==> config.mk <==
export PLATFORM = sky130hd
export DESIGN_NAME = udc_serial_chan
export DESIGN_NICKNAME = d
export VERILOG_FILES = /design/src/rtl/udc_pkg.sv /design/src/rtl/udc_baud.sv /design/src/rtl/udc_tx_shift.sv /design/src/rtl/udc_rx_shift.sv /design/src/rtl/udc_serial_chan.sv
export SDC_FILE = /design/constraint.sdc
export NUM_CORES = 1
export LEC_CHECK = 0
export BUFFER_PORTS_ARGS = -buffer_cell sky130_fd_sc_hd__buf_2
export CORE_UTILIZATION = 25
export DETAILED_ROUTE_END_ITERATION = 6
export GPL_ROUTABILITY_DRIVEN = 0
export PLACE_DENSITY_LB_ADDON = 0.3
export SLEW_MARGIN = 20
export SYNTH_ARGS = -nofsm -noshare
export SYNTH_HDL_FRONTEND = slang
export SYNTH_SLANG_ARGS = --single-unit
export TNS_END_PERCENT = 5
==> constraint.sdc <==
create_clock -name clk -period 1.8 [get_ports clk]
set_clock_uncertainty 0.15 [all_clocks]
set_input_delay 0.18 -clock clk [delete_from_list [all_inputs] [get_ports clk]]
set_output_delay 0.18 -clock clk [all_outputs]
set_load 0.01 [all_outputs]
==> src/rtl/udc_pkg.sv <==
package udc_pkg;

   localparam int FRAME_MAX = 12;

   localparam logic [2:0] A_FMT = 3'd0;
   localparam logic [2:0] A_CTL = 3'd1;
   localparam logic [2:0] A_DIV = 3'd2;
   localparam logic [2:0] A_TXB = 3'd3;
   localparam logic [2:0] A_RXB = 3'd4;
   localparam logic [2:0] A_STS = 3'd5;

   typedef struct packed {
      logic msb_first;
      logic stop2;
      logic par_odd;
      logic par_en;
      logic len7;
   } fmt_t;

   typedef enum logic [2:0] {
      RX_IDLE,
      RX_START,
      RX_DATA,
      RX_PAR,
      RX_STOP,
      RX_HOLD
   } rx_state_t;

   function automatic logic calc_parity(input logic [7:0] d, input fmt_t f);
      logic [7:0] m;
      m = f.len7 ? 8'h7F : 8'hFF;
      return (^(d & m)) ^ f.par_odd;
   endfunction

endpackage

==> src/rtl/udc_baud.sv <==
module udc_baud #(
   parameter int DIV_W = 8
) (
   input  logic             clk,
   input  logic             rst_n,
   input  logic [DIV_W-1:0] div,
   output logic             tick
);

   logic [DIV_W-1:0] cnt;

   always_ff @(posedge clk or negedge rst_n) begin
      if (!rst_n) begin
         cnt  <= '0;
         tick <= 1'b0;
      end else if (cnt >= div) begin
         cnt  <= '0;
         tick <= 1'b1;
      end else begin
         cnt  <= cnt + 1'b1;
         tick <= 1'b0;
      end
   end

   assert_cnt_bounded_R3: assert property (@(posedge clk) disable iff (!rst_n)
      (tick && $stable(div)) |-> (cnt <= div));

endmodule

==> src/rtl/udc_tx_shift.sv <==
module udc_tx_shift
   import udc_pkg::*;
#(
   parameter int OVS = 16
) (
   input  logic       clk,
   input  logic       rst_n,
   input  logic       tick,
   input  logic       enable,
   input  logic       pending,
   input  fmt_t       fmt,
   input  logic [7:0] din,
   output logic       take,
   output logic       busy,
   output logic       txd
);

   localparam int TW = $clog2(OVS);
   localparam logic [TW-1:0] TLAST = TW'(OVS - 1);

   logic [FRAME_MAX-1:0] frm;
   logic [FRAME_MAX-1:0] shreg;
   logic [3:0]           flen;
   logic [3:0]           len_q;
   logic [3:0]           bidx;
   logic [TW-1:0]        tcnt;

   always_comb begin
      frm    = '1;
      frm[0] = 1'b0;
      for (int i = 0; i < 8; i++) begin
         if (i < (fmt.len7 ? 7 : 8))
            frm[1+i] = (fmt.msb_first && !fmt.len7) ? din[7-i] : din[i];
      end
      if (fmt.par_en) begin
         if (fmt.len7) frm[8] = calc_parity(din, fmt);
         else          frm[9] = calc_parity(din, fmt);
      end
      flen = 4'd10 - {3'b0, fmt.len7} + {3'b0, fmt.par_en} + {3'b0, fmt.stop2};
   end

   assign take = enable && pending && !busy;

   always_ff @(posedge clk or negedge rst_n) begin
      if (!rst_n) begin
         busy  <= 1'b0;
         txd   <= 1'b1;
         shreg <= '1;
         len_q <= '0;
         bidx  <= '0;
         tcnt  <= '0;
      end else if (take) begin
         busy  <= 1'b1;
         txd   <= 1'b0;
         shreg <= frm;
         len_q <= flen;
         bidx  <= '0;
         tcnt  <= '0;
      end else if (busy && tick) begin
         if (tcnt == TLAST) begin
            tcnt <= '0;
            if (bidx == len_q - 4'd1) begin
               busy <= 1'b0;
               txd  <= 1'b1;
            end else begin
               bidx  <= bidx + 4'd1;
               txd   <= shreg[1];
               shreg <= {1'b1, shreg[FRAME_MAX-1:1]};
            end
         end else begin
            tcnt <= tcnt + 1'b1;
         end
      end
   end

   assert_start_low_R3: assert property (@(posedge clk) disable iff (!rst_n)
      $rose(busy) |-> !txd);

   assert_idle_high_R3: assert property (@(posedge clk) disable iff (!rst_n)
      !busy |-> txd);

   assert_hold_when_off_R12: assert property (@(posedge clk) disable iff (!rst_n)
      (!enable && !busy) |=> !busy);

endmodule

==> src/rtl/udc_rx_shift.sv <==
module udc_rx_shift
   import udc_pkg::*;
#(
   parameter int OVS  = 16,
   parameter int SYNC = 2
) (
   input  logic       clk,
   input  logic       rst_n,
   input  logic       tick,
   input  logic       enable,
   input  logic       rxd,
   input  fmt_t       fmt,
   output logic       done,
   output logic [7:0] dout,
   output logic       stop_bad,
   output logic       par_bad
);

   localparam int TW = $clog2(OVS);
   localparam logic [TW-1:0] TLAST = TW'(OVS - 1);
   localparam logic [TW-1:0] TMID  = TW'(OVS / 2 - 2);

   logic sy [SYNC];

   genvar g;
   generate
      for (g = 0; g < SYNC; g++) begin : g_sync
         if (g == 0) begin : g_first
            always_ff @(posedge clk or negedge rst_n) begin
               if (!rst_n) sy[0] <= 1'b1;
               else        sy[0] <= rxd;
            end
         end else begin : g_next
            always_ff @(posedge clk or negedge rst_n) begin
               if (!rst_n) sy[g] <= 1'b1;
               else        sy[g] <= sy[g-1];
            end
         end
      end
   endgenerate

   logic       line;
   rx_state_t  st;
   logic [TW-1:0] tcnt;
   logic [3:0] bcnt;
   logic [7:0] sh;
   logic [7:0] word;
   logic       pbit;
   logic       msb8;
   logic       last_bit;

   assign line     = sy[SYNC-1];
   assign msb8     = fmt.msb_first && !fmt.len7;
   assign last_bit = (bcnt == (fmt.len7 ? 4'd6 : 4'd7));
   assign word     = fmt.len7 ? {1'b0, sh[7:1]} : sh;

   always_ff @(posedge clk or negedge rst_n) begin
      if (!rst_n) begin
         st       <= RX_IDLE;
         tcnt     <= '0;
         bcnt     <= '0;
         sh       <= '0;
         pbit     <= 1'b0;
         done     <= 1'b0;
         dout     <= '0;
         stop_bad <= 1'b0;
         par_bad  <= 1'b0;
      end else begin
         done <= 1'b0;
         if (!enable) begin
            st <= RX_IDLE;
         end else begin
            case (st)
               RX_IDLE: begin
                  if (tick && !line) begin
                     st   <= RX_START;
                     tcnt <= '0;
                  end
               end
               RX_START: begin
                  if (tick) begin
                     if (tcnt == TMID) begin
                        tcnt <= '0;
                        bcnt <= '0;
                        st   <= line ? RX_IDLE : RX_DATA;
                     end else begin
                        tcnt <= tcnt + 1'b1;
                     end
                  end
               end
               RX_DATA: begin
                  if (tick) begin
                     if (tcnt == TLAST) begin
                        tcnt <= '0;
                        if (msb8) sh <= {sh[6:0], line};
                        else      sh <= {line, sh[7:1]};
                        bcnt <= bcnt + 4'd1;
                        if (last_bit) st <= fmt.par_en ? RX_PAR : RX_STOP;
                     end else begin
                        tcnt <= tcnt + 1'b1;
                     end
                  end
               end
               RX_PAR: begin
                  if (tick) begin
                     if (tcnt == TLAST) begin
                        tcnt <= '0;
                        pbit <= line;
                        st   <= RX_STOP;
                     end else begin
                        tcnt <= tcnt + 1'b1;
                     end
                  end
               end
               RX_STOP: begin
                  if (tick) begin
                     if (tcnt == TLAST) begin
                        tcnt     <= '0;
                        done     <= 1'b1;
                        dout     <= word;
                        stop_bad <= !line;
                        par_bad  <= fmt.par_en && (pbit != calc_parity(word, fmt));
                        st       <= line ? RX_IDLE : RX_HOLD;
                     end else begin
                        tcnt <= tcnt + 1'b1;
                     end
                  end
               end
               RX_HOLD: begin
                  if (line) st <= RX_IDLE;
               end
               default: st <= RX_IDLE;
            endcase
         end
      end
   end

   assert_done_single_R7: assert property (@(posedge clk) disable iff (!rst_n)
      done |=> !done);

   assert_no_rx_when_off_R12: assert property (@(posedge clk) disable iff (!rst_n)
      !enable |=> !done);

endmodule

==> src/rtl/udc_serial_chan.sv <==
module udc_serial_chan
   import udc_pkg::*;
#(
   parameter int DIV_W       = 8,
   parameter int OVS         = 16,
   parameter int SYNC_STAGES = 2
) (
   input  logic       clk,
   input  logic       rst_n,
   input  logic [2:0] reg_addr,
   input  logic       reg_wr,
   input  logic [7:0] reg_wdata,
   output logic [7:0] reg_rdata,
   input  logic       rxd,
   output logic       txd
);

   generate
      if (DIV_W < 1 || DIV_W > 8) begin : g_bad_div
         $error("DIV_W must be 1..8");
      end
      if (OVS < 4 || (OVS % 2) != 0) begin : g_bad_ovs
         $error("OVS must be even and at least 4");
      end
      if (SYNC_STAGES < 2) begin : g_bad_sync
         $error("SYNC_STAGES must be at least 2");
      end
   endgenerate

   fmt_t             fmt_q;
   logic [1:0]       ctl_q;
   logic [DIV_W-1:0] div_q;
   logic [7:0]       txbuf;
   logic [7:0]       rxbuf;
   logic             txe, rxf, ovr, frm_err, par_err;
   logic             tend;

   logic             tick;
   logic             tx_take, tx_busy;
   logic             rx_done, rx_stop_bad, rx_par_bad;
   logic [7:0]       rx_word;

   logic             wr_sts, wr_txb;

   assign wr_sts = reg_wr && (reg_addr == A_STS);
   assign wr_txb = reg_wr && (reg_addr == A_TXB);
   assign tend   = txe && !tx_busy;

   udc_baud #(.DIV_W(DIV_W)) u_baud (
      .clk  (clk),
      .rst_n(rst_n),
      .div  (div_q),
      .tick (tick)
   );

   udc_tx_shift #(.OVS(OVS)) u_tx (
      .clk    (clk),
      .rst_n  (rst_n),
      .tick   (tick),
      .enable (ctl_q[0]),
      .pending(!txe),
      .fmt    (fmt_q),
      .din    (txbuf),
      .take   (tx_take),
      .busy   (tx_busy),
      .txd    (txd)
   );

   udc_rx_shift #(.OVS(OVS), .SYNC(SYNC_STAGES)) u_rx (
      .clk     (clk),
      .rst_n   (rst_n),
      .tick    (tick),
      .enable  (ctl_q[1]),
      .rxd     (rxd),
      .fmt     (fmt_q),
      .done    (rx_done),
      .dout    (rx_word),
      .stop_bad(rx_stop_bad),
      .par_bad (rx_par_bad)
   );

   always_ff @(posedge clk or negedge rst_n) begin
      if (!rst_n) begin
         fmt_q <= '0;
         ctl_q <= '0;
         div_q <= '0;
         txbuf <= '0;
      end else if (reg_wr) begin
         case (reg_addr)
            A_FMT:   fmt_q <= fmt_t'(reg_wdata[4:0]);
            A_CTL:   ctl_q <= reg_wdata[1:0];
            A_DIV:   div_q <= reg_wdata[DIV_W-1:0];
            A_TXB:   txbuf <= reg_wdata;
            default: ;
         endcase
      end
   end

   always_ff @(posedge clk or negedge rst_n) begin
      if (!rst_n) begin
         txe     <= 1'b1;
         rxf     <= 1'b0;
         ovr     <= 1'b0;
         frm_err <= 1'b0;
         par_err <= 1'b0;
         rxbuf   <= '0;
      end else begin
         if (wr_sts) begin
            txe     <= txe     & reg_wdata[7];
            rxf     <= rxf     & reg_wdata[6];
            ovr     <= ovr     & reg_wdata[5];
            frm_err <= frm_err & reg_wdata[4];
            par_err <= par_err & reg_wdata[3];
         end
         if (tx_take) txe <= 1'b1;
         if (wr_txb)  txe <= 1'b0;
         if (rx_done && ctl_q[1]) begin
            if (rxf) begin
               ovr <= 1'b1;
            end else begin
               rxbuf <= rx_word;
               rxf   <= 1'b1;
               if (rx_stop_bad) frm_err <= 1'b1;
               if (rx_par_bad)  par_err <= 1'b1;
            end
         end
      end
   end

   always_comb begin
      case (reg_addr)
         A_FMT:   reg_rdata = {3'b000, fmt_q};
         A_CTL:   reg_rdata = {6'b0, ctl_q};
         A_DIV:   reg_rdata = 8'(div_q);
         A_TXB:   reg_rdata = txbuf;
         A_RXB:   reg_rdata = rxbuf;
         A_STS:   reg_rdata = {txe, rxf, ovr, frm_err, par_err, tend, 2'b00};
         default: reg_rdata = 8'h00;
      endcase
   end

   assert_txe_rise_R5: assert property (@(posedge clk) disable iff (!rst_n)
      $rose(txe) |-> $past(tx_take));

   assert_rxf_rise_R7: assert property (@(posedge clk) disable iff (!rst_n)
      $rose(rxf) |-> $past(rx_done && ctl_q[1]));

   assert_ovr_rise_R8: assert property (@(posedge clk) disable iff (!rst_n)
      $rose(ovr) |-> $past(rx_done && rxf));

   assert_rxbuf_hold_R8: assert property (@(posedge clk) disable iff (!rst_n)
      (rx_done && rxf) |=> $stable(rxbuf));

   assert_frm_rise_R9: assert property (@(posedge clk) disable iff (!rst_n)
      $rose(frm_err) |-> $past(rx_done && rx_stop_bad));

   assert_par_rise_R10: assert property (@(posedge clk) disable iff (!rst_n)
      $rose(par_err) |-> $past(rx_done && rx_par_bad));

   assert_no_sw_set_R11: assert property (@(posedge clk) disable iff (!rst_n)
      (wr_sts && !rx_done && !tx_take) |=>
         !($rose(rxf) || $rose(ovr) || $rose(frm_err) || $rose(par_err) || $rose(txe)));

   assert_tend_busy_R6: assert property (@(posedge clk) disable iff (!rst_n)
      tx_busy |-> !tend);

endmodule

* After elaboration in Yosys (flattened, before gate mapping)
Index checks and enable logic that the tools add are counted.
** Cells by class
- Equality and inequality tests :: 34
- Reduce and logical (&&, ||, !) cells :: 39
- $lt $le $gt $ge :: 9
- $add $sub $neg :: 9
- Mux-type cells :: 94
- Bitwise operators :: 10
** Operators with widths (count)
- 4-bit by 32-bit less-than comparator with 1-bit output, first input constant :: 4
- 4-bit two-way mux :: 17
- 3-bit by 32-bit less-than comparator with 1-bit output, first input constant :: 2
- 1-bit two-way mux :: 49
- 12-bit two-way mux :: 4
- 8-bit case mux with 6 select lines :: 1
- 3-bit two-way mux :: 14
- 2-bit by 32-bit less-than comparator with 1-bit output, first input constant :: 1
- 8-bit two-way mux :: 4
- 3-bit by 2-bit inequality test with 1-bit output, second input constant :: 7
- 3-bit case mux with 6 select lines :: 1
- 4-bit by 1-bit adder with 4-bit output, second input constant :: 4
- 8-bit AND :: 2
- 8-bit parity :: 2
- 3-bit by 2-bit == test with 1-bit output, second input constant :: 4
- 3-bit == test, second input constant :: 4
- 3-bit inequality test, second input constant :: 4
- 4-bit case mux with 3 select lines :: 1
- 2-bit AND reduction :: 6
- 4-bit AND reduction :: 3
- 11-bit AND reduction :: 1
- 1-bit logical AND :: 10
- 4-bit by 1-bit adder with 4-bit output :: 2
- 8-bit by 1-bit adder with 8-bit output, second input constant :: 1
- 24 further kinds :: 47
** Storage, ports and cells
- Flip-flop bits (word level) :: 104
- Output and inout bits :: 9
- Bits of input ports :: 15
- Logic and storage cells :: 228

* Depth between registers and ports, before layout
Gate-level depths: netlist (run 1).
- Word-level depth :: 7
- Gate-level depth with buffers :: 8
- Depth with buffers taken out :: 7

* Modules after synthesis
A second synthesis (run 1) with hierarchy kept.
** Unflattened totals
- Cell total of the unflattened synthesis :: 534
- Area total of the unflattened synthesis :: 5622.9 um2
** By module, submodules not included
- udc_rx_shift :: area each 1865.5 um2, times used 1, cells an instance 188, sequential area each 828.3 um2
- udc_serial_chan :: area each 1741.7 um2, times used 1, cells an instance 139, sequential area each 902.1 um2
- udc_tx_shift :: area each 1435.1 um2, times used 1, cells an instance 152, sequential area each 588.1 um2
- udc_baud :: area each 580.6 um2, times used 1, cells an instance 55, sequential area each 225.2 um2

* Least setup slack after synthesis (run 1)
No wires, ideal clock.
- Kind :: flip-flop to flip-flop
- From :: reg u_rx.tcnt[0]
- To :: reg u_rx.st[2]
- Cell stages (with the launch flop) :: 8
- Path buffers :: 0
- Data arrival time :: 1.758 ns
- Path slack :: -0.228 ns
- Library setup time :: 0.120 ns
- Cells stage by stage :: dfrtp_1 inv_1 ha_1 nand3b_2 o311a_1 a221oi_2 o221ai_1 o211a_1
** Between the ends
- Cells in the longest elaborated chain, start to end :: 3
** RTL lines
- start: declaration :: line udc_rx_shift.sv:44 : logic [TW-1:0] tcnt;
- start signal: assignment :: line udc_rx_shift.sv:87 : tcnt <= tcnt + 1'b1;
- start signal: assignment :: line udc_rx_shift.sv:100 : tcnt <= tcnt + 1'b1;
- start signal: assignment :: line udc_rx_shift.sv:111 : tcnt <= tcnt + 1'b1;
- 4-bit == test or 4-bit by 3-bit == test with 1-bit output (tied branches)
- 3-bit by 2-bit inequality test with 1-bit output (no line)
- 11-bit AND reduction (no line) *
- end signal: assignment :: line udc_rx_shift.sv:85 : st <= line ? RX_IDLE : RX_DATA;
- end signal: assignment :: line udc_rx_shift.sv:98 : if (last_bit) st <= fmt.par_en ? RX_PAR : RX_STOP;
- end signal: assignment :: line udc_rx_shift.sv:123 : st <= line ? RX_IDLE : RX_HOLD;
- end: declaration :: line udc_rx_shift.sv:43 : rx_state_t st;
Every way passes the cells marked *; elsewhere a longest branch is shown, timed or not.
A chain may end at the register's enable or synchronous reset.

* Final worst setup path (run 1)
Same ends and word-level chain as after synthesis.

==> results of run 1 <==
==> routing by layer <==
| metal | GRT usage, % | vias up | share of wire [%] |
|---|---|---|---|
| met5 | 0 | - | 0 |
| met4 | 4.12 | 0 | 1.7 |
| met3 | 3.13 | 11 | 2.7 |
| met2 | 21.4 | 43 | 49 |
| met1 | 16.5 | 1973 | 47 |
| li1 | - | 2008 | - |
==> per-stage QoR <==
step                      TNS [ps]  utilization [%]  setup WS [ps]  instance area [um^2]
after floorplan              -3260                -           -138                  5370
after global placement       -1220             29.6           -150                  6220
after detailed placement     -2140             29.6           -213                  6220
after CTS                    -1060             31.9           -205                  6700
after global routing         -4870             32.2           -266                  6780
final                        -1010             32.2           -184                  6780
==> repair_timing <==
action	4_1_cts	5_1_grt
pin swaps	9	4
gates resized for setup	27	17
buffers inserted	1	0
endpoints found under the hold margin	112	0
setup endpoints to repair	40	56
hold buffers	10	0
==> critical path, stage by stage, from the launching register on <==
cell,delay [ps]
dfrtp_1,410
inv_1,70
ha_1,150
nand3b_2,90
o311a_1,330
a221oi_4,370
o221ai_2,150
o211a_1,150
==> cells by family after synthesis <==
group                    after synthesis  share of synthesized area (%)
XOR/XNOR                              32                           5.49
adder cells (fa/ha/maj)               18                           4.20
flip-flops                           101                           47.5
AO/OA/AOI/OAI                        113                           13.1
multiplexers                          59                           11.8
buffers and inverters                 58                           4.27
AND/OR/NAND/NOR                      146                           13.7
==> flip-flops by register name, summed over array words and instances, names as in the netlist, 2 cells and up <==
register	flops
u_rx.tcnt	4
u_rx.st	3
u_rx.sh	8
u_tx.shreg	9
txbuf	8
u_baud.cnt	8
fmt_q	5
u_tx.tcnt	4
u_rx.dout	8
u_tx.len_q	4
div_q	8
u_rx.bcnt	4
u_tx.bidx	4
ctl_q	2
rxbuf	8
==> final timing paths <==
check,from,to,slack [ps],depth (start not counted)
max reg2reg,u_rx.tcnt[0]$_DFFE_PN0P_,u_rx.st[2]$_DFFE_PN0P_,-180,7
min in group clk,u_rx.sy[1]$_DFF_PN1_,u_rx.line$_DFF_PN1_,210,0
max,u_rx.tcnt[0]$_DFFE_PN0P_,u_rx.st[2]$_DFFE_PN0P_,-180,7
min,rst_n,u_baud.cnt[6]$_DFF_PN0_,80,2
min reg2reg,u_rx.sy[1]$_DFF_PN1_,u_rx.line$_DFF_PN1_,210,0
max in group asynchronous,rst_n,u_tx.shreg[3]$_DFFE_PN1P_,680,3
==> area by class of cell <==
cell class	instances	share of cell area (%)
flip-flops and latches	101	37.6
clock inverters	5	0.480
repair buffers	91	10.9
inverters	31	1.72
well taps	275	5.08
multi-input cells	368	40.5
clock buffers	11	3.73
==> synth_stat cells, types with 3 or more instances <==
cell type	number	share of area [%]
a21oi_1	20	1.9
inv_1	30	2.1
buf_2	9	0.84
mux2_2	24	5.0
a31oi_1	3	0.35
xnor2_1	19	3.1
ha_1	18	4.2
o31ai_1	3	0.42
clkbuf_1	17	1.2
o21ai_0	40	3.7
and3_1	8	0.93
nor3_1	6	0.56
or2_2	4	0.47
nand2_1	41	2.9
dfstp_2	13	6.4
dfrtp_1	88	41
mux2i_1	34	6.4
nand2b_1	10	1.2
nor2_1	30	2.1
xor2_1	12	2.0
nand3b_1	4	0.56
nor3b_1	5	0.70
o22ai_1	14	1.6
a22o_1	3	0.49
nand3_1	21	2.0
a31o_2	4	0.65
o21ai_1	6	0.56
nor2b_1	7	0.82
==> power groups by stage <==
stage	registers, mW	clock network (mW)	logic, mW
floorplan	3.05	0	1.70
global placement	3.16	0	2.46
detailed placement	3.17	0	2.53
CTS	3.13	1.97	2.71
global route	3.21	2.05	3.10
finish	3.15	1.88	2.79
==> reports/qor.txt, run 1 <==
status - finished with violations
failing checks - setup timing
DRC viols - 0
most frequent cells in the layout - dfrtp_1 (86), buf_4 (50), nand2_1 (39)
CP Class - reg -> reg
sequential share of power - 40.3%
hold_ws - 80.1 ps
vias in the first global route - 4,179
Tcrit/Tclk final - 110%
chip width - 148 um
Crit Path Max Fanout - 4
dpl hpwl - 9630 um
maximum vdd drop - 0.467 mV
Num Clock Sinks - 101
P_sw - 2.58 mW
register area share after synthesis - 47.5%
Seq cells post-synth - 101
Ports - 24
share of cells above drive strength 1 - 29.8%
root buffer cell - clkbuf_16
# rows - 53
synth warn - 0
final instance count without filler cells - 882
final hold vios - 0
Distinct cells, synth - 55
Worst-path clk slew - 70 ps
initial antenna violation count - 0
core area - 21,000 um^2
multi-input logic area - 2740 um^2
Min Clock Period, post-route - 1980 ps
DR vias/cell - 4.57
n_diodes - 0
CTS Buf Count - 9
CTS tree - yes
RSZ-0062 raised after global routing - true
worst skew pair latency - 350 ps
clock power share - 24.0%
grt ovf - 0
Max Freq - 504 MHz
Area growth syn-to-layout - 26.5%
switch share - 33.0%
CTS Buffer Depth - 2
Syn Std Cell Area - 5360 um^2
H-tree levels - 3
post-synth net total - 560
PortBufs - 23
Worst EP arrival - 2070 ps
top_reg_cell synth - dfrtp_1
Data required, critical path - 1890 ps
Post-Synthesis Cells - 527
first-pass GRT wire length - 22,000 um
asr flop ratio synth - 100%
first-pass iteration count of the detailed router - 4
placed insts - 856
commonest non-fill, non-tap cell in the layout - dfrtp_1
overall die area - 22,000 um^2
wire per inst - 14.7 um
GRT Overall Usage - 12.9%
Post-synth EDFFs - 0
Pwr per Cell Area - 1150 nW/um^2
P_leak - 3.09 nW
max-slew violations - 0
total power - 7.81 mW
combinational share of power - 35.7%
chip height - 148 um
Slew headroom - 71.1%
post-route ant nets - 0
Worst Max-Slew Pin Slew - 434 ps
Mean Syn Cell Area - 10.2 um^2
Hold Crit Class - in -> async
Initial Utilization - 25.5%
setup ws final - -184 ps
Nets - 635
fillers - 2,117
via count - 4,035
sequential cell area - 2550 um^2
largest net degree at the start of global routing - 54
Internal Power - 5.23 mW
Max Cap Violations - 0
Post-Route WL - 13,000 um
drt initial violations - 170
crit end category - register
final setup fails - 18
Setup crit start kind - register
(Power assumes the default switching activity.)
==> run 2: changes to the inputs <==
==> constraint.sdc (replaced) <==
create_clock -name clk -period 2.2 [get_ports clk]
set_clock_uncertainty 0.15 [all_clocks]
set_input_delay 0.22 -clock clk [delete_from_list [all_inputs] [get_ports clk]]
set_output_delay 0.22 -clock clk [all_outputs]
set_load 0.01 [all_outputs]
==> reports/qor.txt, run 2 (synthesized netlist as in run 1, its figures left out) <==
final instance area - 6260 um^2 (was 6780 um^2)
Initial Utilization - 25.5% (unchanged)
clock power share - 26.3% (was 24.0%)
status - completed (was finished with violations)
overall die area - 22,000 um^2 (unchanged)
final setup fails - 0 (was 18)
Reg with most FFs - u_tx.shreg (unchanged)
chip height - 148 um (unchanged)
Setup crit start kind - register (unchanged)
worst slack, placed - 88.1 ps (was -213 ps)
Slew headroom - 55.9% (was 71.1%)
total power - 5.94 mW (was 7.81 mW)
commonest non-fill, non-tap cell in the layout - dfrtp_1 (unchanged)
first-pass iteration count of the detailed router - 4 (unchanged)
max-slew violations - 0 (unchanged)
Min Clock Period, post-route - 2120 ps (was 1980 ps)
setup ws final - 83.3 ps (was -184 ps)
largest net degree at the start of global routing - 50 (was 54)
postcts setup bufs - 0 (was 1)
vias in the first global route - 3,915 (was 4,179)
Tcrit/Tclk final - 96.2% (was 110%)
grt ovf - 0 (unchanged)
FF-to-FF Start - u_rx.tcnt[0]$_DFFE_PN0P_ (unchanged)
most frequent cells in the layout - dfrtp_1 (87), nand2_1 (41), o21ai_0 (40) (was dfrtp_1 (86), buf_4 (50), nand2_1 (39))
H-tree levels - 3 (unchanged)
switch share - 33.5% (was 33.0%)
drt initial violations - 249 (was 170)
PortBufs - 23 (unchanged)
CP Class - reg -> reg (unchanged)
Max Cap Violations - 0 (unchanged)
initial antenna violation count - 1 (was 0)
Num Clock Sinks - 101 (unchanged)
Max stage delay on crit path - 410 ps (about the same)
Hold Crit Class - in -> reg (was in -> async)
Data required, critical path - 2280 ps (was 1890 ps)
worst skew pair latency - 350 ps (about the same)
root buffer cell - clkbuf_16 (unchanged)
P_sw - 1.99 mW (was 2.58 mW)
first-pass GRT wire length - 20,600 um (was 22,000 um)
Placement Cell Area - 5870 um^2 (was 6220 um^2)
Worst-path clk slew - 70 ps (about the same)
worst-path cell chain - buf_4 -> ha_1 -> and3_1 -> nand3_1 -> a221oi_4 -> o221ai_1 -> o211a_1 (was inv_1 -> ha_1 -> nand3b_2 -> o311a_1 -> a221oi_4 -> o221ai_2 -> o211a_1)
sink of the worst hold path - txbuf[0]$_DFFE_PN0P_
sequential share of power - 44.0% (was 40.3%)
# rows - 53 (unchanged)
chip width - 148 um (unchanged)
final hold vios - 0 (unchanged)
number of flip-flops in the largest register - 9 (unchanged)
combinational share of power - 29.7% (was 35.7%)
DR vias/cell - 4.62 (was 4.57)
R2R cell count - 7 (unchanged)
dpl hpwl - 9230 um (was 9630 um)
r2r endpoint - u_rx.st[2]$_DFFE_PN0P_ (unchanged)
share of cells above drive strength 1 - 19.8% (was 29.8%)
Worst EP arrival - 2200 ps (was 2070 ps)
core area - 21,000 um^2 (unchanged)
hold_sp - reg_wdata[0]
Crit Path Max Fanout - 5 (was 4)
Crit-path slowest cell - a221oi_4 (was dfrtp_1)
Setup TNS - 0 ps (was -1010 ps)
crit end category - register (unchanged)
Ports - 24 (unchanged)
Worst Hold Depth - 2
CTS Buffer Depth - 2 (unchanged)
CTS tree - yes (unchanged)
Internal Power - 3.95 mW (was 5.23 mW)
Worst Max-Slew Pin Slew - 660 ps (was 434 ps)
fillers - 2,152 (was 2,117)
Post-Route WL - 12,400 um (was 13,000 um)
top routing layer in use - met4 (unchanged)
R2R Setup Slk - 80 ps (was -180 ps)
wire per inst - 14.7 um (about the same)
Pwr per Cell Area - 949 nW/um^2 (was 1150 nW/um^2)
P_leak - 2.83 nW (was 3.09 nW)
metal2 WL - 5960 um (was 6320 um)
Area growth syn-to-layout - 16.8% (was 26.5%)
maximum vdd drop - 0.365 mV (was 0.467 mV)
via count - 3,897 (was 4,035)
GRT Overall Usage - 12.1% (was 12.9%)
Nets - 595 (was 635)
CTS Buf Count - 9 (unchanged)
post-route ant nets - 0 (unchanged)
Max Freq - 472 MHz (was 504 MHz)
routed length on met1 - 5840 um (was 6110 um)
DR WL met3 - 328 um (was 347 um)
DRC viols - 0 (unchanged)
run 2: cell count changes in the layout (fill, tap and decap cells not counted), sizes merged:
cell         previous run  this run
clkbuf                 11        10
clkinvlp                0         2
dlygate4sd3            10         8
diode                   0         1
inv                    32        35
clkinv                  4         0
buf                    81        43
run 2: worst max-delay path by stage:
stage	from	endpoint	slack (ps)	depth (start not counted)
finish	u_rx.tcnt[0]$_DFFE_PN0P_	u_rx.st[2]$_DFFE_PN0P_	80	7
CTS	fmt_q[0]$_DFFE_PN0P_	reg_rdata[0]	5	5
global placement	u_rx.tcnt[0]$_DFFE_PN0P_	u_rx.st[2]$_DFFE_PN0P_	130	7
floorplan	u_rx.tcnt[0]$_DFFE_PN0P_	u_rx.st[2]$_DFFE_PN0P_	170	7
detailed placement	u_rx.tcnt[0]$_DFFE_PN0P_	u_rx.st[2]$_DFFE_PN0P_	90	7
global route	u_rx.tcnt[0]$_DFFE_PN0P_	u_rx.st[2]$_DFFE_PN0P_	-9	7
run 2: critical path: cells and delay by family, from the launching register on:
family / cells / cell delay (ps)
and+or+nand+nor: 2 / 380
AOI/OAI and AO/OA: 3 / 770
buffers and inverters: 1 / 130
adders and majority gates: 1 / 210
DFF: 1 / 360
run 2: through the flow:
step	util (%)	hold WS, ps	std cells
after floorplan	-	-226	527
after global placement	27.9	66.3	818
after detailed placement	27.9	63.6	818
after CTS	29.7	12.1	842
after global routing	29.8	28.7	843
final	29.8	32.3	843
run 2: area by class of cell:
type	instances	area, um^2	share of cell area (%)
diodes	1	2.50	0.0400
inverters	31	116	1.86
repair buffers	51	360	5.76
clock inverters	6	52.6	0.840
well taps	275	344	5.50
multi-input cells	368	2600	41.5
clock buffers	10	239	3.82
flip-flops and latches	101	2540	40.7
run 2: power by group through the flow:
| stage | combinational [mW] | sequential, mW | clock, mW |
|---|---|---|---|
| 2_1_floorplan | 1.36 | 2.50 | 0 |
| 3_3_place_gp | 1.66 | 2.63 | 0 |
| 3_5_place_dp | 1.71 | 2.64 | 0 |
| 4_1_cts | 1.74 | 2.61 | 1.62 |
| 5_1_grt | 1.96 | 2.67 | 1.71 |
| 6_report | 1.76 | 2.61 | 1.56 |
run 2: routing by layer:
layer  GRT usage (%)  vias up
li1                -     1924
met1            15.3     1904
met2            19.9       56
met3            3.10       13
met4            4.74        0
met5               0        -
run 2: repair_timing:
action / in CTS / in global routing
hold buffers: 8 / 0
endpoints found under the setup margin: 0 / 2
gates resized for setup: 0 / 3
hold endpoints to repair: 40 / 0
